### src/rtl/clkctl_pkg.sv
package clkctl_pkg;

    typedef enum logic [2:0] {
        ST_IDLE,
        ST_ADDR,
        ST_ACK,
        ST_SKIP,
        ST_WRITE,
        ST_READ,
        ST_MACK
    } i2c_st_e;

    localparam int          STRAP_IDX = 4;
    localparam int          ID_IDX_A  = 11;
    localparam int          ID_IDX_B  = 12;
    localparam logic [7:0]  ID_BYTE_A = 8'h62;
    localparam logic [7:0]  ID_BYTE_B = 8'h51;

    function automatic logic [7:0] reg_reset_val(input int idx);
        case (idx)
            1:       return 8'hCF;
            2, 3:    return 8'hFF;
            5:       return 8'h93;
            default: return 8'h00;
        endcase
    endfunction

    function automatic bit reg_is_rw(input int idx);
        return (idx >= 0 && idx <= 3) || idx == 5;
    endfunction

endpackage

### src/rtl/clkctl_bus_edge.sv
module clkctl_bus_edge (
    input  logic clk,
    input  logic rst_n,
    input  logic scl_i,
    input  logic sda_i,
    output logic scl_rise,
    output logic scl_fall,
    output logic start_det,
    output logic stop_det
);
    logic scl_q, sda_q;

    always_ff @(posedge clk or negedge rst_n) begin
        if (!rst_n) begin
            scl_q <= 1'b1;
            sda_q <= 1'b1;
        end else begin
            scl_q <= scl_i;
            sda_q <= sda_i;
        end
    end

    assign scl_rise  = scl_i & ~scl_q;
    assign scl_fall  = ~scl_i & scl_q;
    assign start_det = scl_i & scl_q & sda_q & ~sda_i;
    assign stop_det  = scl_i & scl_q & ~sda_q & sda_i;
endmodule

### src/rtl/clkctl_regbank.sv
module clkctl_regbank #(
    parameter int PTR_W = 8
) (
    input  logic             clk,
    input  logic             rst_n,
    input  logic [3:0]       strap_i,
    input  logic             wr_en,
    input  logic [PTR_W-1:0] wr_idx,
    input  logic [7:0]       wr_data,
    input  logic [PTR_W-1:0] rd_idx,
    output logic [7:0]       rd_data,
    output logic [7:0]       ctl0_o,
    output logic [7:0]       ctl1_o,
    output logic [7:0]       ctl2_o,
    output logic [7:0]       ctl3_o,
    output logic [7:0]       ctl5_o
);
    import clkctl_pkg::*;

    localparam int NUM_LO = 8;
    localparam int IDX_W  = $clog2(NUM_LO);

    logic [7:0] bank_q [NUM_LO];
    logic [3:0] strap_q;

    // straps follow the pins only while reset is held
    always_ff @(posedge clk) begin
        if (!rst_n) strap_q <= strap_i;
    end

    for (genvar g = 0; g < NUM_LO; g++) begin : g_slot
        if (reg_is_rw(g)) begin : g_rw
            always_ff @(posedge clk or negedge rst_n) begin
                if (!rst_n)
                    bank_q[g] <= reg_reset_val(g);
                else if (wr_en && wr_idx == PTR_W'(g))
                    bank_q[g] <= wr_data;
            end
        end else if (g == STRAP_IDX) begin : g_strap
            assign bank_q[g] = {1'b1, strap_q, 3'b111};
        end else begin : g_empty
            assign bank_q[g] = 8'h00;
        end
    end

    always_comb begin
        if (rd_idx < PTR_W'(NUM_LO))
            rd_data = bank_q[rd_idx[IDX_W-1:0]];
        else if (rd_idx == PTR_W'(ID_IDX_A))
            rd_data = ID_BYTE_A;
        else if (rd_idx == PTR_W'(ID_IDX_B))
            rd_data = ID_BYTE_B;
        else
            rd_data = 8'h00;
    end

    assign ctl0_o = bank_q[0];
    assign ctl1_o = bank_q[1];
    assign ctl2_o = bank_q[2];
    assign ctl3_o = bank_q[3];
    assign ctl5_o = bank_q[5];
endmodule

### src/rtl/clkctl_i2c_regs.sv
module clkctl_i2c_regs #(
    parameter logic [6:0] DEV_ADDR = 7'h69,
    parameter int         PTR_W    = 8
) (
    input  logic       clk,
    input  logic       rst_n,
    input  logic       scl_i,
    input  logic       sda_i,
    input  logic [3:0] strap_fs_i,
    output logic       sda_oe_o,
    output logic [5:0] freq_sel_o,
    output logic       sw_sel_o,
    output logic       tristate_o,
    output logic       ss_en_o,
    output logic       ss_wide_o,
    output logic [7:0] cpu_ctl_o,
    output logic [7:0] pci_en_o,
    output logic [7:0] misc_en_o,
    output logic [7:0] aux_o
);
    import clkctl_pkg::*;

    logic scl_rise, scl_fall, start_det, stop_det;
    i2c_st_e          state_q, ret_q;
    logic [3:0]       bitcnt_q;
    logic [7:0]       shreg_q, tx_q;
    logic [PTR_W-1:0] ptr_q;
    logic             skip_seen_q, nack_q;
    logic             wr_en;
    logic [7:0]       rd_data, ctl0;

    clkctl_bus_edge u_edge (
        .clk       (clk),
        .rst_n     (rst_n),
        .scl_i     (scl_i),
        .sda_i     (sda_i),
        .scl_rise  (scl_rise),
        .scl_fall  (scl_fall),
        .start_det (start_det),
        .stop_det  (stop_det)
    );

    clkctl_regbank #(.PTR_W(PTR_W)) u_bank (
        .clk     (clk),
        .rst_n   (rst_n),
        .strap_i (strap_fs_i),
        .wr_en   (wr_en),
        .wr_idx  (ptr_q),
        .wr_data (shreg_q),
        .rd_idx  (ptr_q),
        .rd_data (rd_data),
        .ctl0_o  (ctl0),
        .ctl1_o  (cpu_ctl_o),
        .ctl2_o  (pci_en_o),
        .ctl3_o  (misc_en_o),
        .ctl5_o  (aux_o)
    );

    // state register and datapath
    always_ff @(posedge clk or negedge rst_n) begin
        if (!rst_n) begin
            state_q     <= ST_IDLE;
            ret_q       <= ST_IDLE;
            bitcnt_q    <= '0;
            shreg_q     <= '0;
            tx_q        <= '0;
            ptr_q       <= '0;
            skip_seen_q <= 1'b0;
            nack_q      <= 1'b0;
        end else if (start_det) begin
            state_q     <= ST_ADDR;
            bitcnt_q    <= '0;
            ptr_q       <= '0;
            skip_seen_q <= 1'b0;
        end else if (stop_det) begin
            state_q     <= ST_IDLE;
            ptr_q       <= '0;
        end else begin
            unique case (state_q)
                ST_IDLE: ;
                ST_ADDR, ST_SKIP, ST_WRITE: begin
                    if (scl_rise && bitcnt_q < 4'd8) begin
                        shreg_q  <= {shreg_q[6:0], sda_i};
                        bitcnt_q <= bitcnt_q + 4'd1;
                    end else if (scl_fall && bitcnt_q == 4'd8) begin
                        bitcnt_q <= '0;
                        if (state_q == ST_ADDR) begin
                            if (shreg_q[7:1] == DEV_ADDR) begin
                                state_q <= ST_ACK;
                                ret_q   <= shreg_q[0] ? ST_READ : ST_SKIP;
                            end else begin
                                state_q <= ST_IDLE;
                            end
                        end else if (state_q == ST_SKIP) begin
                            state_q     <= ST_ACK;
                            ret_q       <= skip_seen_q ? ST_WRITE : ST_SKIP;
                            skip_seen_q <= 1'b1;
                        end else begin
                            state_q <= ST_ACK;
                            ret_q   <= ST_WRITE;
                            ptr_q   <= ptr_q + PTR_W'(1);
                        end
                    end
                end
                ST_ACK: begin
                    if (scl_fall) begin
                        state_q  <= ret_q;
                        bitcnt_q <= '0;
                        if (ret_q == ST_READ) tx_q <= rd_data;
                    end
                end
                ST_READ: begin
                    if (scl_fall) begin
                        if (bitcnt_q == 4'd7) begin
                            state_q  <= ST_MACK;
                            bitcnt_q <= '0;
                            ptr_q    <= ptr_q + PTR_W'(1);
                        end else begin
                            tx_q     <= {tx_q[6:0], 1'b0};
                            bitcnt_q <= bitcnt_q + 4'd1;
                        end
                    end
                end
                ST_MACK: begin
                    if (scl_rise) begin
                        nack_q <= sda_i;
                    end else if (scl_fall) begin
                        if (nack_q) begin
                            state_q <= ST_IDLE;
                        end else begin
                            state_q  <= ST_READ;
                            tx_q     <= rd_data;
                            bitcnt_q <= '0;
                        end
                    end
                end
                default: state_q <= ST_IDLE;
            endcase
        end
    end

    // outputs of the controller
    always_comb begin
        sda_oe_o = 1'b0;
        unique case (state_q)
            ST_ACK:  sda_oe_o = 1'b1;
            ST_READ: sda_oe_o = ~tx_q[7];
            default: sda_oe_o = 1'b0;
        endcase
        wr_en = (state_q == ST_WRITE) && scl_fall && (bitcnt_q == 4'd8)
                && !start_det && !stop_det;
    end

    assign freq_sel_o = ctl0[7:2];
    assign sw_sel_o   = ctl0[1];
    assign tristate_o = ctl0[0];
    assign ss_en_o    = cpu_ctl_o[5];
    assign ss_wide_o  = cpu_ctl_o[4];
endmodule

### config.mk
export PLATFORM = sky130hd
export DESIGN_NAME = clkctl_i2c_regs
export DESIGN_NICKNAME = d
export VERILOG_FILES = /design/src/rtl/clkctl_pkg.sv /design/src/rtl/clkctl_bus_edge.sv /design/src/rtl/clkctl_regbank.sv /design/src/rtl/clkctl_i2c_regs.sv
export SDC_FILE = /design/constraint.sdc
export NUM_CORES = 1
export LEC_CHECK = 0
export ABC_AREA = 1
export BUFFER_PORTS_ARGS = -buffer_cell sky130_fd_sc_hd__buf_2
export CORE_AREA = 2 2 139 141
export DETAILED_ROUTE_END_ITERATION = 10
export DIE_AREA = 0 0 141 143
export PLACE_DENSITY_LB_ADDON = 0.1
export SYNTH_ARGS = -nofsm -noshare
export SYNTH_HDL_FRONTEND = slang
export SYNTH_HIERARCHICAL = 1
export SYNTH_SLANG_ARGS = --single-unit
### constraint.sdc
create_clock -name clk -period 2.3 [get_ports clk]
set_clock_uncertainty 0.2 [all_clocks]
set_input_delay 0.345 -clock clk [delete_from_list [all_inputs] [get_ports clk]]
set_output_delay 0.345 -clock clk [all_outputs]
set_load 0.005 [all_outputs]
# == Word level (Yosys, flattened, before mapping) ==
# Index checks and enable logic that the tools add are counted.
# totals
in_bits,8
ff_bits,82
output_inout_bits,43
wordCells,170
# op_classes
reduce_logical,30
bitwise,16
magnitude_cmp,3
add_sub_neg,2
mux,60
eq_ne,43
# op_table
op,count
$mux 8,19
$mux 3,16
$mux 4,10
$ne 4x4->1 const B,10
$bmux 8 s3,1
$pmux 8 s3,1
$ne 2x2->1 const B,10
$ne 3x3->1 const B,6
$eq 8x2->1 const B,2
$eq 8x4->1 const B,2
$pmux 4 s4,1
$pmux 8 s2,1
$reduce_and 8->1,2
$pmux 3 s5,1
$eq 3x3->1 const B,4
$reduce_and 6->1,2
$logic_and 1x1->1,11
$reduce_and 10->1,1
$add 8x1->8 const B,1
$eq 8x1->1 const B,1
$eq 8x3->1 const B,1
$logic_not 8->1,1
$lt 8x4->1 const B,1
$not 1->1,8
other kinds (24),41

# == Depth between registers and ports, before layout ==
# logic_depth
ltp_word,9
ltp_mapped,15

# == Cells and area by module ==
# The synthesis kept the hierarchy.
# modules_own_cells
module,cells_each,n_inst,area_each_um2,seq_area_each_um2
clkctl_regbank,301,1,2356.0,1153.6
clkctl_i2c_regs,278,1,2158.3,900.9
clkctl_bus_edge,13,1,93.8,52.6

# == Least setup slack after synthesis ==
# OpenSTA, ideal clock, no wires.
# synth_timing
path_kind,register to register
startpoint,register u_edge.sda_q
endpoint,register u_bank.bank_q (netlist bit u_bank/ctl2_o[6])
path_buffers,1
arrival_ns,2.121
required_ns,2.021
setup_time_ns,0.079
stages_incl_launch_ff,16
synth_period_minus_slack_ns,2.400
setup_slack_ns,-0.100
path_cell_list,dfstp_2 -> inv_1 -> nand2_1 -> nor2_1 -> nor2_4 -> inv_2 -> or2_2 -> nor2_1 -> inv_1 -> nor2_2 -> nand2_2 -> nor2_4 -> nand2_2 -> buf_6 -> nand2_1 -> o21ai_2
# synth_between
elab_chain_len,6
elab_cells_between_ends,10
cone_classes,bitwise (5); reduce/logical (5)
# synth_rtl
item,line,source
start: declaration,clkctl_bus_edge.sv:11,"logic scl_q, sda_q;"
start signal: assignment,clkctl_bus_edge.sv:19,sda_q <= sda_i;
$not 1->1,clkctl_bus_edge.sv:26,assign stop_det = scl_i & scl_q & ~sda_q & sda_i;
$and 1x1->1 (2 in series),clkctl_bus_edge.sv:26,
named net stop_det,clkctl_i2c_regs.sv:23,"logic scl_rise, scl_fall, start_det, stop_det;"
$logic_not 1->1,clkctl_i2c_regs.sv:151,&& !start_det && !stop_det;
$logic_and 1x1->1,clkctl_i2c_regs.sv:151,
named net wr_en,clkctl_i2c_regs.sv:29,logic wr_en;
$logic_and 1x1->1,clkctl_regbank.sv:36,else if (wr_en && wr_idx == PTR_W'(g))
end signal: indexed assignment,clkctl_regbank.sv:35,bank_q[g] <= reg_reset_val(g);
end signal: indexed assignment,clkctl_regbank.sv:37,bank_q[g] <= wr_data;
end: declaration,clkctl_regbank.sv:23,logic [7:0] bank_q [NUM_LO];
# The timed path passes the listed nets, and every way through them passes these cells.
# A chain may end at the register's enable or synchronous reset.

# == Final worst setup path ==
# layout_timing
startpoint,register u_edge.scl_q
endpoint,register u_bank.bank_q (netlist bit u_bank/ctl3_o[2])
# layout_between
elab_cells_between_ends,13
cone_classes,bitwise (6); reduce/logical (7)
# layout_lines
item,line,source
start: declaration,clkctl_bus_edge.sv:11,
start signal: assignment,clkctl_bus_edge.sv:18,scl_q <= scl_i;
$and 1x1->1,clkctl_bus_edge.sv:24,assign scl_fall = ~scl_i & scl_q;
named net scl_fall,clkctl_i2c_regs.sv:23,
$logic_and 1x1->1 (2 in series),clkctl_i2c_regs.sv:150,wr_en = (state_q == ST_WRITE) && scl_fall && (bitcnt_q == 4'd8)
$logic_and 1x1->1 (2 in series),clkctl_i2c_regs.sv:151,
named net wr_en,clkctl_i2c_regs.sv:29,
$logic_and 1x1->1,clkctl_regbank.sv:36,
# The timed path passes the listed nets, and every way through them passes these cells.

==> impl_metrics.yaml <==
routing:
  first_iter_violations: 278
  post-route-drc-count: 0
  wl_per_cell_um: 15.0
  vias_per_cell: 4.44
  routed_wl_mm: 13.6
  vias: 4037
  firstDrtPassIters: 4
  ant_nets: 0
die:
  core-area_sq_mm: 0.0186
  fp-row-count: 50
  dieArea_sq_mm: 0.0202
  die_h_um: 143
  boundaryPins: 51
  dieWidth_um: 141
  initial_core_util_pct: 24.8
cells_and_area:
  n_antenna_cell: 0
  nNetsFinal: 681
  mostFrequentLayoutCells: "nand2_1 (176), inv_1 (70), dfrtp_1 (50), buf_2 (49), nor2_1 (46)"
  fin_cells: 909
  final_common_cell: "nand2_1"
  fin_util_pct: 30.7
  area_growth_pct: 23.7
  drive_gt1_share_pct: 28.7
  num-fill-cells: 1993
sta:
  slew_headroom_pct: 49.2
  hold_violations: 0
  min_period_ns: 2.31
  rsz0062_at_grt: "yes"
  worst_pin_slew_ns: 0.759
  tns_ns: -0.0233
  maxSlewViolCount: 0
  setup_viol: 3
  max_freq_mhz: 433
  fin_ws_ns: -0.00970
  period_share_pct: 100
logic_synthesis:
  ys_ff_latch: 82
  synth-main-ff-cell: "dfrtp_1"
  yosysWarnings: 6
  ys_seq_area_share_pct: 45.7
  synthDistinctLibCells: 36
  async_reset_ff_share_pct: 95.1
  syn_nets: 603
  synth_edf_count: 4
  syn_area_sq_mm: 0.00461
  synthCells: 592
  syn_area_per_cell_sq_um: 7.78
global_routing:
  antenna_found_initial: 0
  grt-ovfl-total: 0
  grt_pass1_wl_mm: 21.9
  grt_usage_pct: 14.2
  grt_pass1_vias: 3923
  grt_start_max_net_pins: 79
setup_path:
  r2r_start: "u_edge/scl_q$_DFF_PN1_"
  crit_chain: "inv_2 -> nor2_2 -> nand4_1 -> or2_4 -> nor2_4 -> inv_2 -> nor2_4 -> nand2_2 -> nor2_4 -> buf_6 -> nand2_8 -> nand2_1 -> o21ai_2"
  ff2ff_setup_slack_ns: -0.01
  reg2regPathDepth: 13
  startpoint_type: "flop"
  rr_endpoint: "u_bank/ctl3_o[2]$_DFFE_PN1P_"
  critPathRequiredTime_ns: 2.38
  crit_buf_inv: 3
  critical_path_arrival_ns: 2.39
  crit_type: "reg -> reg"
  cpMostUsedCell: "nor2_4"
  crit_family: "simple AND/OR/NAND/NOR gates"
  max_stage_delay_ns: 0.53
  critical_path.max_fanout: 8
  critPathSlowestCell: "dfstp_2"
  endpoint_kind: "flop"
placement:
  place_hpwl_mm: 9.53
  io_buffers: 50
  pre_cts_ws_ns: -0.158
  gp_congestion: 0.792
  dp.cells: 879
min_path:
  min-delay-start: "sda_i"
  hold_path.class: "in -> reg"
  whs_endpoint: "shreg_q[0]$_DFFE_PN0P_"
  min_path_cells: 3
cts:
  clk_pin_slew_ns: 0.07
  htree_levels: 3
  cts-root-buf: "clkbuf_16"
  cts_tree: "yes"
  cts_max_path_buffers: 2
  clock_sinks: 82
  numCtsBuffers: 9
  clk_latency_ns: 0.35
power_and_ir_drop:
  leakagePower_nw: 2.75
  irDropWorstVdd_v: 0.000483
  cellPowerDensity_mw_per_mm2: 897
status:
  violations: "negative setup slack"
  status: "complete, but fails checks"
run:
  drv_cap: 0
per-layer routing:
metal	vias up	GRT usage (%)	share of wire, %
met2	84	22.6	46
met5	-	0	0
met3	19	3.49	4.0
li1	2035	-	-
met1	1899	19.3	48
met4	0	4.11	1.8
where the power goes:
| group | internal, mW | leakage, nW | switching [mW] |
|---|---|---|---|
| Clock | 0.797 | 0.142 | 0.618 |
| Sequential | 1.63 | 0.991 | 0.173 |
| Combinational | 0.574 | 1.61 | 1.32 |
area by class of cell:
| class | count | area, sq um | share of cell area, % |
|---|---|---|---|
| Inverter | 77 | 289 | 5.07 |
| Clock inverter | 4 | 22.5 | 0.395 |
| Tap cell | 234 | 293 | 5.14 |
| Sequential cell | 82 | 2110 | 37.0 |
| Multi-Input combinational cell | 416 | 2180 | 38.3 |
| Timing Repair Buffer | 84 | 546 | 9.57 |
| Clock buffer | 12 | 258 | 4.52 |
timing repair:
action / in CTS / in global routing
endpoints found under the setup margin: 23 / 42
resized for setup: 9 / 17
hold endpoints to repair: 56 / 1
pin swaps: 1 / 1
gates cloned: 1 / 1
hold buffers: 6 / 1
setup buffers: 3 / 2
synth_stat cells (2+ instances only):
master	number	share of area [%]
nand2_2	8	1.1
o21ai_0	38	4.1
edfxtp_1	4	2.6
xor2_1	3	0.57
o21ai_2	26	4.9
mux2i_1	7	1.5
dfstp_2	28	16
o211ai_1	4	0.65
nor2_2	4	0.54
nand3_2	3	0.65
dfrtp_1	50	27
o21ai_1	13	1.4
nand3_4	2	0.76
nand3_1	38	4.1
or2_2	3	0.41
mux2_2	2	0.49
nor2_1	50	4.1
nand2_1	186	15
ha_1	3	0.81
nor2_4	2	0.49
nand4_1	6	0.81
nor3_1	2	0.22
buf_4	4	0.65
buf_2	7	0.76
a21oi_1	7	0.76
inv_1	72	5.9
buf_6	7	1.7
inv_2	5	0.41
through the flow:
stage | instance area [sq um] | power, mW | hold WS, ns
after floorplan | 4620 | 3.07 | -0.151
after global placement | 5190 | 3.66 | 0.256
after detailed placement | 5190 | 3.67 | 0.261
after CTS | 5620 | 5.19 | -0.0937
after global routing | 5700 | 5.54 | 0.120
final | 5700 | 5.11 | 0.106
how the worst max path moves through the flow:
| stage | endpoint | slack [ns] | cells past startpoint | start |
|---|---|---|---|---|
| final | u_bank/ctl3_o[2]$_DFFE_PN1P_ | -0.01 | 13 | u_edge/scl_q$_DFF_PN1_ |
| after global routing | u_bank/ctl3_o[7]$_DFFE_PN1P_ | -0.16 | 13 | u_edge/scl_q$_DFF_PN1_ |
| after CTS | u_bank/ctl2_o[4]$_DFFE_PN1P_ | -0.01 | 13 | u_edge/scl_q$_DFF_PN1_ |
| after detailed placement | u_bank/ctl3_o[6]$_DFFE_PN1P_ | -0.16 | 12 | u_edge/scl_q$_DFF_PN1_ |
| after global placement | u_bank/ctl3_o[4]$_DFFE_PN1P_ | -0.09 | 12 | u_edge/scl_q$_DFF_PN1_ |
| after floorplan | u_bank/ctl2_o[6]$_DFFE_PN1P_ | 0.04 | 15 | u_edge/sda_q$_DFF_PN1_ |
sequential cells by signal, summed over array words and instances, names as in the netlist, 8 cells and up:
signal / count
tx_q: 8
u_bank/ctl1_o: 8
u_bank/ctl3_o: 8
ptr_q: 8
shreg_q: 8
u_bank/ctl5_o: 8
u_bank/ctl2_o: 8
u_bank/ctl0_o: 8
cell families after synthesis:
kind of cell | share of synthesized area (%)
simple gates | 28.7
buf+inv | 9.48
compound gates | 12.7
flops | 45.7
mux | 2.01
xor+xnor | 0.570
fa+ha+maj | 0.815
tightest hold or removal path: stages:
cell,delay (ns)
buf_2,0.12
inv_1,0.08
o21ai_1,0.07
(Power assumes the default switching activity.)
